$ cat src/rtl/rb_pkg.sv
package rb_pkg;

    parameter int unsigned RB_XLEN   = 32;
    parameter int unsigned RB_IDX_W  = 4;
    parameter int unsigned RB_GPRS   = 13;

    typedef enum logic {
        SP_MAIN = 1'b0,
        SP_PROC = 1'b1
    } sp_bank_e;

endpackage

$ cat src/rtl/rb_sp_select.sv
module rb_sp_select
    import rb_pkg::*;
(
    input  logic     handler_mode,
    input  logic     psp_sel,
    output sp_bank_e bank
);

    always_comb begin
        if (handler_mode) begin
            bank = SP_MAIN;
        end else if (psp_sel) begin
            bank = SP_PROC;
        end else begin
            bank = SP_MAIN;
        end
    end

endmodule

$ cat src/rtl/rb_read_port.sv
module rb_read_port #(
    parameter int unsigned DATA_W  = 32,
    parameter int unsigned IDX_W   = 4,
    parameter int unsigned NUM_GPR = 13
) (
    input  logic [IDX_W-1:0]               addr,
    input  logic [NUM_GPR-1:0][DATA_W-1:0] gpr,
    input  logic [DATA_W-1:0]              sp_active,
    input  logic [DATA_W-1:0]              lr,
    input  logic [DATA_W-1:0]              pc,
    output logic [DATA_W-1:0]              data
);

    localparam logic [IDX_W-1:0] IDX_SP = IDX_W'(NUM_GPR);
    localparam logic [IDX_W-1:0] IDX_LR = IDX_W'(NUM_GPR + 1);

    always_comb begin
        if (addr < IDX_SP) begin
            data = gpr[addr];
        end else if (addr == IDX_SP) begin
            data = sp_active;
        end else if (addr == IDX_LR) begin
            data = lr;
        end else begin
            data = pc;
        end
    end

endmodule

$ cat src/rtl/rb_psr_pack.sv
module rb_psr_pack #(
    parameter int unsigned DATA_W   = 32,
    parameter int unsigned FLAG_W   = 4,
    parameter int unsigned EXEC_BIT = 24,
    parameter int unsigned IRQ_W    = 9
) (
    input  logic [FLAG_W-1:0] flags,
    input  logic              exec_state,
    input  logic [IRQ_W-1:0]  irq_num,
    output logic [DATA_W-1:0] psr
);

    always_comb begin
        psr                         = '0;
        psr[DATA_W-1 -: FLAG_W]     = flags;
        psr[EXEC_BIT]               = exec_state;
        psr[IRQ_W-1:0]              = irq_num;
    end

endmodule

$ cat src/rtl/cpu_regbank.sv
module cpu_regbank
    import rb_pkg::*;
#(
    parameter int unsigned DATA_W   = RB_XLEN,
    parameter int unsigned IDX_W    = RB_IDX_W,
    parameter int unsigned NUM_GPR  = RB_GPRS,
    parameter int unsigned FLAG_W   = 4,
    parameter int unsigned EXEC_BIT = 24,
    parameter int unsigned IRQ_W    = 9
) (
    input  logic              clk,
    input  logic              rst_n,
    input  logic              handler_mode,
    input  logic              ctrl_we,
    input  logic              ctrl_psp_sel,
    input  logic [IDX_W-1:0]  rd_addr_a,
    output logic [DATA_W-1:0] rd_data_a,
    input  logic [IDX_W-1:0]  rd_addr_b,
    output logic [DATA_W-1:0] rd_data_b,
    input  logic              wr_en,
    input  logic [IDX_W-1:0]  wr_addr,
    input  logic [DATA_W-1:0] wr_data,
    input  logic              call_stb,
    input  logic [DATA_W-1:0] call_addr,
    input  logic              ret_stb,
    output logic              branch_valid,
    output logic [DATA_W-1:0] branch_target,
    input  logic [FLAG_W-1:0] flags_in,
    input  logic              exec_state_in,
    input  logic [IRQ_W-1:0]  irq_num_in,
    output logic [DATA_W-1:0] psr_out
);

    localparam int unsigned      NUM_RD = 2;
    localparam logic [IDX_W-1:0] IDX_SP = IDX_W'(NUM_GPR);
    localparam logic [IDX_W-1:0] IDX_LR = IDX_W'(NUM_GPR + 1);
    localparam logic [IDX_W-1:0] IDX_PC = IDX_W'(NUM_GPR + 2);

    typedef struct packed {
        logic [NUM_GPR-1:0][DATA_W-1:0] gpr;
        logic [DATA_W-1:0]              msp;
        logic [DATA_W-1:0]              psp;
        logic [DATA_W-1:0]              lr;
        logic [DATA_W-1:0]              pc;
        logic                           psp_sel;
        logic                           br_valid;
        logic [DATA_W-1:0]              br_target;
    } state_t;

    state_t   st_d, st_q;
    sp_bank_e bank;

    logic [DATA_W-1:0] msp_q, psp_q, lr_q, pc_q, sp_active;
    logic [IDX_W-1:0]  rd_addr_arr [NUM_RD];
    logic [DATA_W-1:0] rd_data_arr [NUM_RD];

    assign msp_q = st_q.msp;
    assign psp_q = st_q.psp;
    assign lr_q  = st_q.lr;
    assign pc_q  = st_q.pc;

    rb_sp_select u_sp_sel (
        .handler_mode (handler_mode),
        .psp_sel      (st_q.psp_sel),
        .bank         (bank)
    );

    assign sp_active = (bank == SP_PROC) ? psp_q : msp_q;

    // Next-state computation for the whole bank
    always_comb begin
        st_d          = st_q;
        st_d.br_valid = 1'b0;

        if (ctrl_we) begin
            st_d.psp_sel = ctrl_psp_sel;
        end

        if (wr_en) begin
            if (wr_addr < IDX_SP) begin
                st_d.gpr[wr_addr] = wr_data;
            end else if (wr_addr == IDX_SP) begin
                if (bank == SP_PROC) begin
                    st_d.psp = {wr_data[DATA_W-1:2], 2'b00};
                end else begin
                    st_d.msp = {wr_data[DATA_W-1:2], 2'b00};
                end
            end else if (wr_addr == IDX_LR) begin
                st_d.lr = wr_data;
            end else if (wr_addr == IDX_PC) begin
                st_d.pc        = {wr_data[DATA_W-1:1], 1'b0};
                st_d.br_valid  = 1'b1;
                st_d.br_target = {wr_data[DATA_W-1:1], 1'b0};
            end
        end

        // Strobes override the general write port
        if (call_stb) begin
            st_d.lr = call_addr;
        end

        if (ret_stb) begin
            st_d.pc        = {st_q.lr[DATA_W-1:1], 1'b0};
            st_d.br_valid  = 1'b1;
            st_d.br_target = {st_q.lr[DATA_W-1:1], 1'b0};
        end
    end

    always_ff @(posedge clk or negedge rst_n) begin
        if (!rst_n) begin
            st_q <= '0;
        end else begin
            st_q <= st_d;
        end
    end

    assign rd_addr_arr[0] = rd_addr_a;
    assign rd_addr_arr[1] = rd_addr_b;

    for (genvar p = 0; p < NUM_RD; p++) begin : g_rd
        rb_read_port #(
            .DATA_W  (DATA_W),
            .IDX_W   (IDX_W),
            .NUM_GPR (NUM_GPR)
        ) u_rp (
            .addr      (rd_addr_arr[p]),
            .gpr       (st_q.gpr),
            .sp_active (sp_active),
            .lr        (lr_q),
            .pc        (pc_q),
            .data      (rd_data_arr[p])
        );
    end

    assign rd_data_a     = rd_data_arr[0];
    assign rd_data_b     = rd_data_arr[1];
    assign branch_valid  = st_q.br_valid;
    assign branch_target = st_q.br_target;

    rb_psr_pack #(
        .DATA_W   (DATA_W),
        .FLAG_W   (FLAG_W),
        .EXEC_BIT (EXEC_BIT),
        .IRQ_W    (IRQ_W)
    ) u_psr (
        .flags      (flags_in),
        .exec_state (exec_state_in),
        .irq_num    (irq_num_in),
        .psr        (psr_out)
    );

endmodule

$ cat config.mk
export PLATFORM = sky130hd
export DESIGN_NAME = cpu_regbank
export DESIGN_NICKNAME = d
export VERILOG_FILES = /design/src/rtl/rb_pkg.sv /design/src/rtl/rb_sp_select.sv /design/src/rtl/rb_read_port.sv /design/src/rtl/rb_psr_pack.sv /design/src/rtl/cpu_regbank.sv
export SDC_FILE = /design/constraint.sdc
export NUM_CORES = 1
export LEC_CHECK = 0
export ABC_AREA = 0
export BUFFER_PORTS_ARGS = -buffer_cell sky130_fd_sc_hd__buf_2
export CAP_MARGIN = 20
export CORE_MARGIN = 10
export CORE_UTILIZATION = 45
export DETAILED_ROUTE_END_ITERATION = 10
export PLACE_DENSITY = 0.63
export SLEW_MARGIN = 10
export SYNTH_ARGS = -nofsm -noshare
export SYNTH_HDL_FRONTEND = slang
export SYNTH_HIERARCHICAL = 1
export SYNTH_SLANG_ARGS = --single-unit
$ cat constraint.sdc
create_clock -name clk -period 3.15 [get_ports clk]
set_input_delay 0.4725 -clock clk [delete_from_list [all_inputs] [get_ports clk]]
set_output_delay 0.4725 -clock clk [all_outputs]
set_load 0.03 [all_outputs]
==> metrics.csv, run 1 <==
metric;value;unit
status;complete, no violations;
Max Freq;333;MHz
vias per cell;6.41;
largest net degree at the start of global routing;83;
clock buffer count from CTS;67;
cell mode on critical path;buf_12;
core box area;0.0689;mm^2
area grow syn2layout;12.7;%
Yosys reg bits;572;
Post-Route WL;101;mm
setup TNS;0;ns
Final Hold Vio Count;0;
Post-synth top flop;dfrtp_1;
CTS sink cnt;572;
hpwl dp;65.5;mm
synthesized area per cell;12.8;um^2
worst skew pair latency;0.60;ns
Post-synth EDFFs;0;
# resized after CTS;0;
initial core utilization;0.457;
Placed Area;0.0333;mm^2
PD cells;658;mW/mm^2
P_leak;15.2;nW
WP data arrival;2.53;ns
DRC;0;
Root Buffer Master;clkbuf_16;
final-stage net count;2644;
slowest CP cell;mux2_2;
Synth top area share;0.455;
initial antenna violation count;7;
worst ir drop on vdd;0.388;mV
Tmin final;3.00;ns
crit start category;register;
antenna-violating nets left;0;
# setup viols final;0;
worst hold slack;0.101;ns
die area;0.0809;mm^2
worst slew pin tran;0.979;ns
yosys warns;6;
top cell type by total area after synthesis;dfrtp_1;
drt wl/cell;28.7;um
Max Slew Vio Count;0;
Final Util;0.515;
skew final;0.0143;ns
crit-path max FO;13;
GRT Util Overall;0.244;
1st-pass router iterations;6;
Post-Syn Area;0.0315;mm^2
IO Pins;227;
via count;22600;
CP Data Required Time;2.68;ns
Worst Hold Class;in2reg;
global-route wire length before repair;152;mm
element type at the critical path end;primary output;
Post-Synthesis Cells;2462;
Seq/Total Area, Yosys;0.455;
PortBufs;179;
clk buf depth;3;
ratio of cells with drive above 1 in the final layout;0.460;
Die Wd;284;um
commonest non-fill, non-tap cells in the layout;mux2_2, dfrtp_1, buf_2;
WS Path Type;reg2out;
max cap viols;0;
Worst-path clk slew;0.06;ns
ranking of synthesized cells by area;dfrtp_1, mux2_2, mux4_2;
FP Rows;96;
grt total ovfl;0;
TritonCTS clock tree;yes;
post-synthesis async set-or-reset flop share;1.00;
Final Cycle Share;0.952;
RSZ-0062 raised after global routing;no;
commonest non-fill, non-tap cell in the layout;mux2_2;
CTS H-Tree Depth;3;
GPL Wtd Cong;0.866;
Netlist cell types;46;
Final Cell Area;0.0355;mm^2
number of global-route vias before repair;23600;
max_slew headroom;0.347;
Crit path largest cell delay;0.37;ns
1st-iter DRT viols;1895;
crit path cell chain;nor2b_4 > buf_12 > buf_12 > mux2_2 > o21ai_0 > a21oi_1 > buf_2;
Die Y;284;um
[power breakdown]
| part | internal, mW | switching, mW |
|---|---|---|
| clock network | 4.54 | 3.19 |
| registers | 8.90 | 1.15 |
| logic | 2.94 | 2.61 |
| total | 16.4 | 6.96 |
[routing by layer]
metal / track usage / vias to the layer above / part of all wire
li1: - / 9405 / -
met1: 0.314 / 11900 / 0.41
met2: 0.394 / 1033 / 0.48
met3: 0.0503 / 258 / 0.072
met4: 0.108 / 10 / 0.043
met5: 0 / - / 0.00052
[cells by family after synthesis]
logic type,Yosys count,share of synthesized area
AO/OA/AOI/OAI,510,0.107
multiplexers,829,0.342
AND/OR/NAND/NOR,244,0.0381
buffers and inverters,305,0.0574
flip-flops,572,0.455
other,2,0.000239
[Yosys cell counts (4+ instances only)]
cell type  instances
buf_12             4
buf_4             71
o221ai_1          60
nand2b_1          20
buf_1             17
o31a_1            62
a221o_1           20
a21oi_1          122
mux2_2           597
o221a_2           14
nand3_1            4
buf_6             31
mux2i_1           74
mux2_4            30
mux4_2           126
dfrtp_1          572
nand2_1           79
clkbuf_1         103
nor2_1            67
buf_2             79
o21ai_0          124
and2_1            25
a31oi_1           33
o22ai_1           60
nor2b_1           35
[final cells by class]
cell class                 instances  area (um^2)
antenna                            4         10.0
clock buffer                      96         1940
clock inverter                    20          215
fill                            5925        33500
multi-input combinational       1608        15500
sequential                       572        14300
tap                              931         1160
timing repair buffer             297         2310
[worst max-delay path: cells and delay by family, from the launching register on]
kind	cells	cell delay, ns
muxes	1	0.37
and+or+nand+nor	1	0.16
AOI/OAI and AO/OA	2	0.47
buffers and inverters	3	0.56
DFF	1	0.35
[sequential cells by signal, indices dropped and copies added (netlist names)]
register / flops
pc_q: 31
branch_valid: 1
branch_target: 31
lr_q: 32
psp_q: 30
msp_q: 30
st_q: 417
[metrics by stage]
step,power [mW],worst slack [ns],cells
detailed placement,15.6,0.331,3403
global route,24.3,0.0919,3525
floorplan,14.0,0.721,2485
global placement,15.4,0.349,3403
CTS,23.4,0.182,3524
finish,23.3,0.151,3528
[final timing paths]
check / endpoint / slack (ns) / from / cells after the start
min reg2reg: psp_q[6] / 0.50 / psp_q[6] / 1
max: rd_data_b[11] / 0.15 / st_q[33] / 7
min in group asynchronous: st_q[538] / 0.48 / rst_n / 2
max in group asynchronous: branch_target[12] / 1.69 / rst_n / 3
max reg2reg: psp_q[27] / 0.91 / st_q[33] / 6
min: st_q[33] / 0.10 / ctrl_psp_sel / 2
[repair_timing]
action / CTS / global route
hold endpoints to repair: 61 / 0
endpoints found under the setup margin: 6 / 0
hold buffers: 1 / 0
setup buffers: 4 / 0
Power figures use the tool's default switching activity.
==> run 2: changes to the inputs <==
- RECOVER_POWER: not set -> 50
==> run 2 against run 1 <==
  * The flow now finishes with violations (max-capacitance violations, max-slew violations)
  * Fmax up 0.62%
  * First-iteration DRC count grew 0.90%
  * Worst setup slack improved by 0.019 ns
  * Utilization is 0.28 points lower
  * Routed wire length barely moved
  * Final cell count stayed put
  * Cell area decreased by 0.54%
  * Register-to-register slack hardly changed
  * Non-clock buffer count unchanged
  * Clock skew increased by 0.0021 ns
  * Sequential power is essentially flat
  * Highest routed layer unchanged
==> metrics.csv, run 2 (synthesis results as in run 1) <==
metric;value;unit;change
grt total ovfl;0;;unchanged
TritonCTS clock tree;yes;;
Post-Route WL;101;mm;about the same
ratio of cells with drive above 1 in the final layout;0.449;;-0.0116
Combinational Power Share;0.237;;about the same
slowest CP cell;mux2_2;;
Final Power;23.3;mW;about the same
GRT Util Overall;0.244;;unchanged
Root Buffer Master;clkbuf_16;;
r2r worst-path depth;6;;unchanged
max cap viols;8;;+8
multi-input logic area;0.0155;mm^2;-0.40%
DRC;0;;unchanged
worst ir drop on vdd;0.390;mV;+0.38%
crit path cell chain;nor2b_4 > buf_12 > buf_12 > mux2_2 > o21ai_0 > a21oi_1 > buf_2;;
failing checks;max-capacitance violations, max-slew violations;;
Place WS;0.331;ns;unchanged
IO Pins;227;;unchanged
vias per cell;6.40;;-0.18%
1st-pass router iterations;5;;-1
clock network power share;0.332;;about the same
1st-iter DRT viols;1912;;+0.90%
Worst-path clk slew;0.06;ns;about the same
skew final;0.0164;ns;+0.00215 ns
core box area;0.0689;mm^2;unchanged
CP Data Required Time;2.68;ns;about the same
worst slew pin tran;2.30;ns;+1.32 ns
die area;0.0809;mm^2;unchanged
Post-Place Cells;3403;;unchanged
area grow syn2layout;12.1;%;
setup TNS;0;ns;unchanged
register area;0.0143;mm^2;unchanged
max reg flops;417;;unchanged
Die Wd;284;um;unchanged
max_slew headroom;-0.533;;-0.880
commonest non-fill, non-tap cells in the layout;mux2_2, dfrtp_1, buf_2;;
clock buffer count from CTS;67;;unchanged
Hold Startpoint;ctrl_psp_sel;;
hpwl dp;65.5;mm;unchanged
Final Cycle Share;0.946;;-0.00588
number of global-route vias before repair;23600;;unchanged
crit start category;register;;
# fillers;5956;;+0.52%
# resized after CTS;0;;unchanged
cell mode on critical path;buf_12;;
RSZ-0062 raised after global routing;no;;
antenna-violating nets left;0;;unchanged
WS Path Type;reg2out;;
# setup viols final;0;;unchanged
Seq pwr share;0.431;;about the same
Crit path largest cell delay;0.36;ns;about the same
hold depth;2;;unchanged
CTS sink cnt;572;;unchanged
commonest non-fill, non-tap cell in the layout;mux2_2;;
Final Hold Vio Count;0;;unchanged
CTS H-Tree Depth;3;;unchanged
final-stage net count;2644;;unchanged
Worst Hold Class;in2reg;;
Top reg by flops;st_q;;
RR Startpoint;st_q[33];;
largest net degree at the start of global routing;83;;unchanged
worst skew pair latency;0.61;ns;about the same
global-route wire length before repair;152;mm;unchanged
Final Cell Area;0.0353;mm^2;-0.54%
reg2reg setup slack;0.90;ns;about the same
drt wl/cell;28.8;um;about the same
Hold EP;st_q[33];;
via count;22600;;-0.18%
clk buf depth;3;;unchanged
FP Rows;96;;unchanged
Placed Area;0.0333;mm^2;unchanged
status;finished with violations;;
WP data arrival;2.51;ns;-0.02 ns
Sw Pwr;6.96;mW;about the same
initial core utilization;0.457;;unchanged
GPL Wtd Cong;0.866;;unchanged
Max Freq;336;MHz;+0.62%
Sw Ratio;0.299;;+0.000441
PD cells;661;mW/mm^2;+0.45%
crit-path max FO;13;;unchanged
worst hold slack;0.0963;ns;-0.00457 ns
element type at the critical path end;primary output;;
initial antenna violation count;7;;unchanged
Setup WS post-layout;0.170;ns;+0.0185 ns
Critical R2R Capture;psp_q[27];;
PortBufs;179;;unchanged
Layout Cells excl Fill;3528;;unchanged
Max Slew Vio Count;227;;+227
P_leak;15.1;nW;-0.89%
Final Util;0.512;;-0.00279
Int Pwr;16.3;mW;-0.15%
Die Y;284;um;unchanged
Tmin final;2.98;ns;-0.0185 ns
run 2: how the worst max path moves through the flow:
stage | cells after the start | end | start | slack (ns)
after global routing | 3 | st_q[204] | rst_n | 0.08
after floorplan | 7 | rd_data_a[30] | rd_addr_a[2] | 0.72
after CTS | 7 | rd_data_b[11] | st_q[33] | 0.18
after detailed placement | 7 | rd_data_a[13] | rd_addr_a[0] | 0.33
final | 7 | rd_data_b[11] | st_q[33] | 0.17
after global placement | 7 | rd_data_a[8] | rd_addr_a[0] | 0.35
run 2: final cells by class:
| cell class | count | share of cell area |
|---|---|---|
| Clock buffer | 96 | 0.0549 |
| Sequential cell | 572 | 0.406 |
| Tap cell | 931 | 0.0330 |
| Multi-Input combinational cell | 1608 | 0.438 |
| Clock inverter | 20 | 0.00610 |
| Antenna cell | 4 | 0.000284 |
| Timing Repair Buffer | 297 | 0.0618 |
run 2: metal layers:
metal  share of wire  routed length (um)  up-vias  GRT usage
li1                -                   -     9406          -
met1            0.41               41600    11900      0.314
met2            0.48               48300     1041      0.394
met3           0.070                7070      253     0.0503
met4           0.043                4410       10      0.108
met5         0.00055                  56        -          0
run 2: repair_timing:
| item | in CTS | in global routing |
|---|---|---|
| setup buffers | 4 | 0 |
| hold endpoints to repair | 61 | 0 |
| setup endpoints to repair | 6 | 0 |
| hold buffers | 1 | 0 |
run 2: power groups by stage:
stage / clock (mW) / sequential, mW / combinational [mW]
after floorplan: 0 / 9.69 / 4.27
after global placement: 0 / 9.96 / 5.39
after detailed placement: 0 / 10.1 / 5.52
after CTS: 7.85 / 10.0 / 5.56
after global routing: 8.13 / 10.2 / 5.92
final: 7.74 / 10.0 / 5.53
run 2: critical path: cells and delay by family, from the launching register on:
family | cells | cell delay [ns]
compound gates | 2 | 0.45
buf+inv | 3 | 0.56
flops | 1 | 0.35
mux | 1 | 0.36
simple gates | 1 | 0.16
==> run 3: changes to the inputs <==
- CORE_MARGIN: 10 -> 2
==> run 3 against run 2 <==
  * The flow still finishes with violations (max-capacitance violations, max-slew violations)
  * Cell area grew 0.59%
  * Worst setup slack lost 0.078 ns
  * Combinational power about the same
  * Total power grew 2.3%
  * Sequential cell count unchanged
  * Highest routed layer unchanged
  * Sequential power hardly changed
  * Routed wire length decreased by 0.35%
  * Die area fell by 11%
  * Clock skew decreased by 0.0048 ns
==> metrics.csv, run 3 (synthesis results as in run 1) <==
metric;value;unit;change
worst ir drop on vdd;0.367;mV;-5.8%
Final Cycle Share;0.971;;+0.0246
antenna-violating nets left;0;;unchanged
crit path cell chain;clkbuf_1 > and2_0 > clkbuf_1 > a31oi_1 > a21oi_1;;
Final Hold Vio Count;0;;unchanged
PortBufs;179;;unchanged
max reg flops;417;;unchanged
Post-Route WL;101;mm;-0.35%
clk buf depth;3;;unchanged
clock buffer count from CTS;68;;+1.5%
hold depth;2;;unchanged
RSZ-0062 raised after global routing;no;;
worst skew pair latency;0.62;ns;about the same
P_leak;15.2;nW;+0.76%
Worst-path clk slew;0.06;ns;about the same
skew final;0.0116;ns;-0.00480 ns
Root Buffer Master;clkbuf_16;;
met3 GRT Util;0.0590;;+0.00873
Layout Cells excl Fill;3535;;+0.20%
failing checks;max-capacitance violations, max-slew violations;;
drt wl/cell;28.6;um;-0.55%
number of global-route vias before repair;23000;;-2.7%
element type at the critical path end;register;;
Final Util;0.515;;+0.00301
Max Slew Vio Count;139;;-39%
crit start category;primary input;;
core box area;0.0689;mm^2;unchanged
area grow syn2layout;12.8;%;
ratio of cells with drive above 1 in the final layout;0.453;;+0.00463
PD cells;672;mW/mm^2;+1.7%
die area;0.0721;mm^2;-11%
max cap viols;6;;-2
CP Data Required Time;3.68;ns;+1.00 ns
WP data arrival;3.58;ns;+1.07 ns
routing usage on met2;0.440;;+0.0458
final-stage net count;2648;;+0.15%
cell mode on critical path;clkbuf_1;;
Critical R2R Capture;msp_q[29];;
WS Path Type;in2reg;;
worst hold slack;0.108;ns;+0.0117 ns
Setup WS post-layout;0.0923;ns;-0.0776 ns
1st-pass router iterations;5;;unchanged
r2r worst-path depth;6;;unchanged
IO Pins;227;;unchanged
DRC;0;;unchanged
GRT Util Overall;0.279;;+0.0352
setup TNS;0;ns;unchanged
Die Y;268;um;-5.6%
initial antenna violation count;1;;-6
Worst Hold Class;in2reg;;
grt met1 use;0.379;;+0.0651
GPL Wtd Cong;0.875;;+1.1%
Max Freq;327;MHz;-2.5%
grt peak-use layer;met2;;
CTS sink cnt;572;;unchanged
Place WS;0.261;ns;-0.0703 ns
CTS H-Tree Depth;3;;unchanged
Top reg by flops;st_q;;
via count;22800;;+0.95%
RR Startpoint;st_q[33];;
Hold Startpoint;ctrl_psp_sel;;
worst slew pin tran;2.55;ns;+0.247 ns
Post-Place Cells;3406;;+0.088%
1st-iter DRT viols;2341;;+22%
# setup viols final;0;;unchanged
Tmin final;3.06;ns;+0.0776 ns
vias per cell;6.45;;+0.75%
# resized after CTS;0;;unchanged
# fillers;5926;;-0.50%
hpwl dp;63.2;mm;-3.4%
commonest non-fill, non-tap cell in the layout;mux2_2;;
Crit path largest cell delay;1.82;ns;+1.46 ns
crit-path max FO;32;;+19
Final Power;23.8;mW;+2.3%
ANT cells;0;;-4
initial core utilization;0.457;;unchanged
commonest non-fill, non-tap cells in the layout;mux2_2, dfrtp_1, buf_2;;
TritonCTS clock tree;yes;;
slowest CP cell;clkbuf_1;;
max_slew headroom;-0.697;;-0.164
status;finished with violations;;
Die Wd;268;um;-5.6%
reg2reg setup slack;1.04;ns;+0.14 ns
FP Rows;96;;unchanged
Hold EP;st_q[33];;
Final Cell Area;0.0355;mm^2;+0.59%
largest net degree at the start of global routing;111;;+34%
grt total ovfl;0;;unchanged
global-route wire length before repair;150;mm;-1.3%
Placed Area;0.0333;mm^2;about the same
==> run 3: cell count changes in the layout (fill, tap and decap cells not counted), sizes merged <==
cell,before,now
buf,280,277
bufinv,3,8
clkbuf,112,119
clkinv,13,11
clkinvlp,1,4
diode,4,0
inv,3,4
==> run 3: power breakdown <==
part,total [mW],internal (mW),switching (mW),leakage [nW]
combinational,5.53,2.94,2.60,7.08
clock,8.27,4.98,3.29,1.14
sequential,10.0,8.89,1.15,6.97
==> run 3: how the worst max path moves through the flow <==
stage	from	endpoint	slack, ns
after global routing	st_q[33]	rd_data_b[10]	0.1
after detailed placement	rd_addr_b[0]	rd_data_b[14]	0.26
after CTS	st_q[33]	rd_data_a[30]	0.007
after global placement	rd_addr_b[0]	rd_data_b[14]	0.26
after floorplan	rd_addr_a[2]	rd_data_a[30]	0.72
final	wr_addr[3]	branch_target[24]	0.09
==> run 3: routing by layer <==
| layer | vias to the layer above | routed length (um) | part of all wire |
|---|---|---|---|
| met4 | 2 | 3610 | 0.036 |
| met1 | 12000 | 41900 | 0.41 |
| li1 | 9426 | - | - |
| met2 | 1104 | 47400 | 0.47 |
| met5 | - | 10 | 0.000099 |
| met3 | 227 | 8150 | 0.081 |
==> run 3: layout make-up <==
cell class	instances	area [um^2]	share of cell area
tap	931	1160	0.0328
timing repair buffer	300	2180	0.0614
clock inverter	27	417	0.0117
multi-input combinational	1608	15500	0.436
clock buffer	97	1930	0.0544
sequential	572	14300	0.403
==> run 3: critical path, delay by kind of cell <==
| kind | cells | cell delay [ns] |
|---|---|---|
| simple gates | 1 | 0.27 |
| buf+inv | 2 | 2.14 |
| compound gates | 2 | 0.63 |
==> run 3: what timing repair did <==
item,in CTS,in global routing
hold buffers,1,0
setup buffers,0,4
endpoints found under the setup margin,0,2
endpoints found under the hold margin,43,0
